## src/rtl/sar_pkg.sv

```systemverilog
package sar_pkg;

  localparam int RES_W = 8;
  localparam int IDX_W = $clog2(RES_W);
  localparam int MAX_SHIFT = 4;

  typedef enum logic [1:0] {
    ST_IDLE,
    ST_SAMPLE,
    ST_DECIDE,
    ST_LATCH
  } seqState_t;

  // strobes from control to datapath
  typedef struct packed {
    logic             load;
    logic             decide;
    logic             commit;
    logic             trialOn;
    logic [IDX_W-1:0] bitIdx;
  } seqStrobe_t;

  // log2 of the prescaler ratio; code 10 behaves as code 11
  function automatic logic [2:0] divShift(input logic divSel, input logic [1:0] clkSel);
    logic [2:0] base;
    case (clkSel)
      2'b00:   base = 3'd1;
      2'b01:   base = 3'd2;
      default: base = 3'd4;
    endcase
    return base - {2'b00, divSel};
  endfunction

endpackage

```

## src/rtl/sar_prescaler.sv

```systemverilog
module sar_prescaler
  import sar_pkg::*;
#(
  parameter int CNT_W = MAX_SHIFT
) (
  input  logic       clk,
  input  logic       rstN,
  input  logic       restart,
  input  logic       run,
  input  logic       divSel,
  input  logic [1:0] clkSel,
  output logic       tick
);

  localparam logic [CNT_W-1:0] ALL_ONES = {CNT_W{1'b1}};

  logic [2:0]       shiftQ;
  logic [CNT_W-1:0] cnt;
  logic [CNT_W-1:0] limit;

  assign limit = ALL_ONES >> (3'(CNT_W) - shiftQ);
  assign tick  = run && (cnt == limit);

  always_ff @(posedge clk) begin
    if (!rstN) begin
      shiftQ <= 3'd0;
      cnt    <= '0;
    end else if (restart) begin
      shiftQ <= divShift(divSel, clkSel);
      cnt    <= '0;
    end else if (run) begin
      cnt <= (cnt == limit) ? '0 : cnt + 1'b1;
    end
  end

endmodule

```

## src/rtl/sar_ctrl.sv

```systemverilog
module sar_ctrl
  import sar_pkg::*;
#(
  parameter int SAMPLE_TICKS = 12,
  parameter int BIT_TICKS    = 18,
  parameter int LATCH_TICKS  = 4
) (
  input  logic       clk,
  input  logic       rstN,
  input  logic       startReq,
  input  logic       rdStrobe,
  input  logic       tick,
  output logic       busy,
  output logic       sampleEn,
  output logic       donePulse,
  output logic       irqFlag,
  output seqStrobe_t strobe
);

  localparam int MAXT_A = (SAMPLE_TICKS > BIT_TICKS) ? SAMPLE_TICKS : BIT_TICKS;
  localparam int MAXT   = (MAXT_A > LATCH_TICKS) ? MAXT_A : LATCH_TICKS;
  localparam int SUB_W  = (MAXT > 2) ? $clog2(MAXT) : 1;
  localparam logic [SUB_W-1:0] SAMPLE_LAST = SUB_W'(SAMPLE_TICKS - 1);
  localparam logic [SUB_W-1:0] BIT_LAST    = SUB_W'(BIT_TICKS - 1);
  localparam logic [SUB_W-1:0] LATCH_LAST  = SUB_W'(LATCH_TICKS - 1);
  localparam logic [IDX_W-1:0] TOP_BIT     = IDX_W'(RES_W - 1);

  seqState_t        state;
  logic [SUB_W-1:0] subCnt;
  logic [IDX_W-1:0] bitIdx;
  logic             doneQ;
  logic             irqQ;
  logic             accept;
  logic             decideNow;
  logic             commitNow;

  assign accept    = startReq && (state == ST_IDLE);
  assign decideNow = (state == ST_DECIDE) && tick && (subCnt == BIT_LAST);
  assign commitNow = (state == ST_LATCH) && tick && (subCnt == LATCH_LAST);

  always_ff @(posedge clk) begin
    if (!rstN) begin
      state  <= ST_IDLE;
      subCnt <= '0;
      bitIdx <= '0;
      doneQ  <= 1'b0;
      irqQ   <= 1'b0;
    end else begin
      doneQ <= commitNow;
      if (commitNow)     irqQ <= 1'b1;
      else if (rdStrobe) irqQ <= 1'b0;

      case (state)
        ST_IDLE: begin
          if (accept) begin
            state  <= ST_SAMPLE;
            subCnt <= '0;
          end
        end
        ST_SAMPLE: begin
          if (tick) begin
            if (subCnt == SAMPLE_LAST) begin
              state  <= ST_DECIDE;
              subCnt <= '0;
              bitIdx <= TOP_BIT;
            end else begin
              subCnt <= subCnt + 1'b1;
            end
          end
        end
        ST_DECIDE: begin
          if (tick) begin
            if (subCnt == BIT_LAST) begin
              subCnt <= '0;
              if (bitIdx == '0) state  <= ST_LATCH;
              else              bitIdx <= bitIdx - 1'b1;
            end else begin
              subCnt <= subCnt + 1'b1;
            end
          end
        end
        default: begin
          if (tick) begin
            if (subCnt == LATCH_LAST) begin
              state  <= ST_IDLE;
              subCnt <= '0;
            end else begin
              subCnt <= subCnt + 1'b1;
            end
          end
        end
      endcase
    end
  end

  assign busy      = (state != ST_IDLE);
  assign sampleEn  = (state == ST_SAMPLE);
  assign donePulse = doneQ;
  assign irqFlag   = irqQ;

  always_comb begin
    strobe.load    = accept;
    strobe.decide  = decideNow;
    strobe.commit  = commitNow;
    strobe.trialOn = (state == ST_DECIDE);
    strobe.bitIdx  = bitIdx;
  end

endmodule

```

## src/rtl/sar_datapath.sv

```systemverilog
module sar_datapath
  import sar_pkg::*;
#(
  parameter int CH_W = 3
) (
  input  logic             clk,
  input  logic             rstN,
  input  seqStrobe_t       strobe,
  input  logic [CH_W-1:0]  chanSel,
  input  logic             cmpIn,
  output logic [CH_W-1:0]  muxSel,
  output logic [RES_W-1:0] trialCode,
  output logic [RES_W-1:0] result
);

  logic [RES_W-1:0] acc;
  logic [RES_W-1:0] resultQ;
  logic [CH_W-1:0]  chanQ;
  logic [RES_W-1:0] trialBit;

  assign trialBit  = strobe.trialOn ? (RES_W'(1) << strobe.bitIdx) : '0;
  assign trialCode = acc | trialBit;
  assign muxSel    = chanQ;
  assign result    = resultQ;

  always_ff @(posedge clk) begin
    if (!rstN) begin
      acc     <= '0;
      resultQ <= '0;
      chanQ   <= '0;
    end else begin
      if (strobe.load) begin
        acc   <= '0;
        chanQ <= chanSel;
      end else if (strobe.decide && cmpIn) begin
        acc[strobe.bitIdx] <= 1'b1;
      end
      if (strobe.commit) resultQ <= acc;
    end
  end

endmodule

```

## src/rtl/sar_conv_seq.sv

```systemverilog
module sar_conv_seq
  import sar_pkg::*;
#(
  parameter int CH_W         = 3,
  parameter int SAMPLE_TICKS = 12,
  parameter int BIT_TICKS    = 18,
  parameter int LATCH_TICKS  = 4
) (
  input  logic             clk,
  input  logic             rstN,
  input  logic             startReq,
  input  logic [CH_W-1:0]  chanSel,
  input  logic             divSel,
  input  logic [1:0]       clkSel,
  input  logic             rdStrobe,
  input  logic             cmpIn,
  output logic [CH_W-1:0]  muxSel,
  output logic             sampleEn,
  output logic [RES_W-1:0] trialCode,
  output logic             busy,
  output logic             donePulse,
  output logic             irqFlag,
  output logic [RES_W-1:0] result
);

  seqStrobe_t strobe;
  logic       tick;

  sar_prescaler #(.CNT_W(MAX_SHIFT)) u_presc (
    .clk     (clk),
    .rstN    (rstN),
    .restart (strobe.load),
    .run     (busy),
    .divSel  (divSel),
    .clkSel  (clkSel),
    .tick    (tick)
  );

  sar_ctrl #(
    .SAMPLE_TICKS (SAMPLE_TICKS),
    .BIT_TICKS    (BIT_TICKS),
    .LATCH_TICKS  (LATCH_TICKS)
  ) u_ctrl (
    .clk       (clk),
    .rstN      (rstN),
    .startReq  (startReq),
    .rdStrobe  (rdStrobe),
    .tick      (tick),
    .busy      (busy),
    .sampleEn  (sampleEn),
    .donePulse (donePulse),
    .irqFlag   (irqFlag),
    .strobe    (strobe)
  );

  sar_datapath #(.CH_W(CH_W)) u_dp (
    .clk       (clk),
    .rstN      (rstN),
    .strobe    (strobe),
    .chanSel   (chanSel),
    .cmpIn     (cmpIn),
    .muxSel    (muxSel),
    .trialCode (trialCode),
    .result    (result)
  );

endmodule

```

## config.mk

```make
export PLATFORM = sky130hd
export DESIGN_NAME = sar_conv_seq
export DESIGN_NICKNAME = d
export VERILOG_FILES = /design/src/rtl/sar_pkg.sv /design/src/rtl/sar_prescaler.sv /design/src/rtl/sar_ctrl.sv /design/src/rtl/sar_datapath.sv /design/src/rtl/sar_conv_seq.sv
export SDC_FILE = /design/constraint.sdc
export NUM_CORES = 1
export LEC_CHECK = 0
export BUFFER_PORTS_ARGS = -buffer_cell sky130_fd_sc_hd__buf_2
export CAP_MARGIN = 0
export CELL_PAD_IN_SITES_DETAIL_PLACEMENT = 1
export CELL_PAD_IN_SITES_GLOBAL_PLACEMENT = 2
export CORE_MARGIN = 2
export CORE_UTILIZATION = 34
export CTS_CLUSTER_SIZE = 30
export DETAILED_ROUTE_END_ITERATION = 10
export PLACE_DENSITY = 0.88
export SYNTH_ARGS = -nofsm -noshare
export SYNTH_HDL_FRONTEND = slang
export SYNTH_SLANG_ARGS = --single-unit
```

## constraint.sdc

```tcl
create_clock -name clk -period 3.33 [get_ports clk]
set_clock_uncertainty 0.05 [all_clocks]
set_input_delay 0.4995 -clock clk [delete_from_list [all_inputs] [get_ports clk]]
set_output_delay 0.4995 -clock clk [all_outputs]
set_load 0.03 [all_outputs]
```

# Word-level counts from Yosys, hierarchy flattened
# Cells that the tools add are included.
# Widths: inputs -> output; s select.
# word_totals
elab_cells	89
ff_bits	38
# op_classes
n_reduce_logical	20
addsub	5
mux	32
order_cmp	2
shifts	2
n_bitwise	3
n_eq_ne	15
# ops
cell	n
$mux 5	7
$mux 3	7
$mux 2	8
$or 8x8->8	2
$pmux 5 s3	1
$pmux 3 s2	2
$logic_and 1x1->1	8
$mux 8	1
$ne 2x2->1 const B	4
$reduce_and 8->1	1
$reduce_bool 2->1	4
$shl 1x3->8 const A	1
$ne 2x1->1 const B	3
$pmux 2 s3	1
$reduce_and 6->1	1
$add 5x1->5 const B	1
$eq 5x2->1 const B	1
$eq 5x4->1 const B	1
$eq 5x5->1 const B	1
$add 4x1->4 const B	1
$eq 2x1->1 const B	2
$eq 2x2->1 const B	2
$eq 4x4->1	1
$logic_not 2->1	2
14 further kinds	16

# Longest topological paths before layout
# logic_depth
depth_word	7
ltp_mapped	9
ltp_nobuf	8

# Cells and area by module
# Synthesis repeated with hierarchy kept, for this count alone.
# unflattened
cells_unflattened	211
hier_area_um2	2120.8
# by_module_without_submodules
module	cells_each	area_each_um2	n_inst
sar_ctrl	94	853.3	1
sar_datapath	73	818.3	1
sar_prescaler	44	449.2	1

# Worst setup path after synthesis
# OpenSTA, ideal clock, no wires.
# synth_timing
path_type	reg-to-reg
from	reg u_ctrl.state[0]
to	reg u_dp.acc[1]
setup_ns	0.096
stages_incl_launch_ff	10
period_less_slack_ns	2.344
required_ns	3.184
t_arrival_ns	2.199
slack_ns	0.986
path_cell_list	dfxtp_1 inv_1 ha_1 clkbuf_1 inv_1 nand3_1 a21o_1 buf_2 or3_1 o41ai_2
# synth_between
elab_chain_len	5
elab_cells_between_ends	9
classes_between	eq/ne (1); reduce/logical (8)
# synth_lines
element	line	text
from (decl)	sar_ctrl.sv:28	seqState_t state;
from (signal assigned)	sar_ctrl.sv:43	state <= ST_IDLE;
from (signal assigned)	sar_ctrl.sv:56	state <= ST_SAMPLE;
from (signal assigned)	sar_ctrl.sv:63	state <= ST_DECIDE;
$reduce_bool 2->1	sar_ctrl.sv:96	assign busy = (state != ST_IDLE);
named net busy	sar_conv_seq.sv:20	output logic busy,
$logic_and 1x1->1	sar_prescaler.sv:22	assign tick = run && (cnt == limit);
$logic_and 1x1->1 (2 in a row)	sar_ctrl.sv:38	assign decideNow = (state == ST_DECIDE) && tick && (subCnt == BIT_LAST);
$logic_and 1x1->1	sar_datapath.sv:35	end else if (strobe.decide && cmpIn) begin
to (signal assigned)	sar_datapath.sv:28	acc <= '0;
to (signal assigned)	sar_datapath.sv:33	acc <= '0;
to (signal, indexed assignment)	sar_datapath.sv:36	acc[strobe.bitIdx] <= 1'b1;
to (decl)	sar_datapath.sv:16	logic [RES_W-1:0] acc;
# The timed path passes the listed nets, and every way through them passes these cells.
# A chain may end at the register's enable or synchronous reset.

# Worst setup path in the final report
# layout_timing
from	reg u_ctrl.state[0]
to	out trialCode[3]
# layout_between
elab_chain_len	3
# layout_lines
element	line	text
$eq 2x2->1	sar_ctrl.sv:105	strobe.trialOn = (state == ST_DECIDE);
$mux 8	sar_datapath.sv:21	assign trialBit = strobe.trialOn ? (RES_W'(1) << strobe.bitIdx) : '0;
$or 8x8->8	sar_datapath.sv:22	assign trialCode = acc | trialBit;
to (decl)	sar_conv_seq.sv:19	output logic [RES_W-1:0] trialCode,
# Every way passes these cells.

==> out/qor.txt <==
number of global-route vias before repair: 1,805
clk buf depth: 2
Crit Path Max Fanout: 15
dpl hpwl: 3.84 mm
placer congestion estimate: 0.767
unrepaired setup endpoints after global routing: false
cells after synthesis: 229
Util after Layout: 40.8%
synth-to-layout area growth: 17.0%
Post-CTS Setup Bufs: 0
drt pass-1 iters: 4
final setup fails: 0
placed cell area: 2280 um2
cell area after layout: 2390 um2
Syn Area/Cell: 8.91 um2
Synth area leaders: dfxtp_1 37%, ha_1 11%, mux2i_1 5.9%
Slew headroom: 62.2%
DRT iter0 DRCs: 67
Worst Setup End Kind: output port
Nets: 290
CTS sink count: 38
Period minus WS final: 2.67 ns
CTS Buf Count: 5
worst hold path class: in2reg
core box area: 5850 um2
Crit path required time: 2.78 ns
status: complete, no violations
H-tree Lvls: 2
Max Cap Violations: 0
All-Layer GR Usage: 16.9%
IO Pins: 34
initial antenna violation count: 0
Yosys reg bits: 38
fmax: 375 MHz
post-route setup TNS: 0 ns
drc violations: 0
# port buffers: 33
P_leak: 1.03 nW
die height: 81.5 um
# diodes: 0
syn_nets: 258
ys async rst share: 0%
sequential area share after synthesis: 37.3%
Initial Util: 34.9%
ys flop type: dfxtp_1
Die Wd: 81.5 um
post-route ant nets: 0
max-slew violation count: 0
Worst Max-Slew Pin Slew: 0.568 ns
# rows: 28
total congestion overflow: 0
Clk Latency, worst-skew pair: 0.30 ns
Fill cells: 710
CTS tree: done
library cells used by synthesis: 45
top cell type's share of synthesized area: 37.3%
Vias/cell: 5.30
CP Launch Type: flip-flop
CTS Hold Bufs: 0
largest net degree at the start of global routing: 23
P per Cell Area: 641 nW/um2
CTS root buf: clkbuf_8
layout cells sized above 1: 21.0%
Tcrit/Tclk final: 80.1%
Synth area leader: dfxtp_1
endpoints failing hold: 0
PostCTS Resize Cnt: 0
Critical Setup Path Class: reg2out
Cell Area, Synth: 2040 um2
total chip power: 0.00153 W
Yosys warnings: 0
Post-Route WL: 5.14 mm
Clock Pin Slew Worst Setup and Hold Paths: 0.08 ns
global-route wire length before repair: 8.62 mm
post-DR wirelength/cell: 15.3 um
worst path arrival time: 2.12 ns
via count: 1,787
die area: 6640 um2
EDFF count, synth: 0
Worst VDD drop: 0.265 mV
cell usage in the layout (no fill, tap or decap), types with 2 or more instances in the layout:
master,n
clkbuf_8,5
nor3_1,3
a21o_1,4
a211oi_2,2
nand2b_1,4
xnor2_1,3
o311ai_0,2
clkinv_2,2
nor2_1,25
a41o_1,2
buf_2,33
ha_1,18
a31o_2,4
nand3_1,4
a211oi_1,5
nand4_1,2
or2_2,2
xor2_1,4
a31oi_1,2
o32ai_1,2
o21ai_0,4
nand2_1,24
a21oi_1,11
dfxtp_1,38
a22oi_1,4
buf_4,2
mux2i_1,12
nand4bb_1,3
or3_1,3
o41ai_2,2
inv_1,15
registers in the layout, summed over array words and instances, names as in the netlist:
register          cells
u_ctrl.bitIdx         3
u_dp.muxSel           3
u_ctrl.subCnt         5
u_dp.acc              8
u_dp.result           8
u_ctrl.irqFlag        1
u_presc.shiftQ        3
u_presc.cnt           4
u_ctrl.donePulse      1
u_ctrl.state          2
cell families after synthesis:
| family | Yosys count | synth area share (%) |
|---|---|---|
| compound gates | 53 | 20.0 |
| simple gates | 76 | 18.1 |
| buf+inv | 25 | 4.72 |
| xor+xnor | 7 | 3.00 |
| flops | 38 | 37.3 |
| mux | 12 | 5.89 |
| fa+ha+maj | 18 | 11.0 |
synthesized netlist by cell type, drive strengths merged (7+ instances only):
library cell and number:
nor2 25, clkbuf 7, a21oi 11, dfxtp 38
ha 18, mux2i 12, a211oi 7, nand2 24
inv 15
critical path, cell delays in order (launching register included):
cell     delay (ns)
dfxtp_1        0.36
inv_1          0.09
ha_1           0.52
inv_1          0.17
nor2_1         0.32
a21o_1         0.17
buf_2          0.19
per-layer routing:
layer  GRT usage (%)  routed length, um  share of wire [%]  vias to the layer above
li1                -                  -                  -                      880
met1            21.3               2430                 47                      865
met2            28.1               2440                 47                       33
met4            6.10                 85                1.7                        0
met3            3.96                193                3.8                        9
met5               0                  0                  0                        -
metrics by stage:
stage	setup slack [ns]	hold slack, ns	std cells
2_1_floorplan	0.986	0.398	229
3_3_place_gp	0.831	0.395	329
3_5_place_dp	0.802	0.405	329
4_1_cts	0.618	0.382	337
5_1_grt	0.443	0.406	337
6_report	0.663	0.389	337
worst paths after layout:
path                                         to  slack, ns  cells after the start                           start
hold / removal      u_dp.muxSel[0]$_SDFFE_PN0P_       0.39                      3                      chanSel[0]
setup reg to reg  u_ctrl.subCnt[3]$_SDFFE_PN0P_       0.78                      8  u_presc.shiftQ[0]$_SDFFE_PN0P_
setup / recovery                   trialCode[3]       0.66                      6    u_ctrl.state[0]$_SDFFE_PN0P_
hold reg to reg     u_dp.muxSel[0]$_SDFFE_PN0P_       0.41                      2     u_dp.muxSel[0]$_SDFFE_PN0P_
area by class of cell:
| cell class | count | area (um2) | share of cell area [%] |
|---|---|---|---|
| repair buffers | 35 | 180 | 7.54 |
| inverters | 15 | 56.3 | 2.36 |
| well taps | 75 | 93.8 | 3.93 |
| clock buffers | 5 | 68.8 | 2.88 |
| flip-flops and latches | 38 | 761 | 31.8 |
| multi-input cells | 166 | 1190 | 49.8 |
| clock inverters | 3 | 40.0 | 1.68 |
report_power, final:
| part | total (W) | switching, W | internal [W] |
|---|---|---|---|
| sequential | 0.000553 | 0.0000555 | 0.000498 |
| clock | 0.000393 | 0.000172 | 0.000221 |
| combinational | 0.000585 | 0.000380 | 0.000205 |
Note: power is estimated with default switching activity, not from simulation.
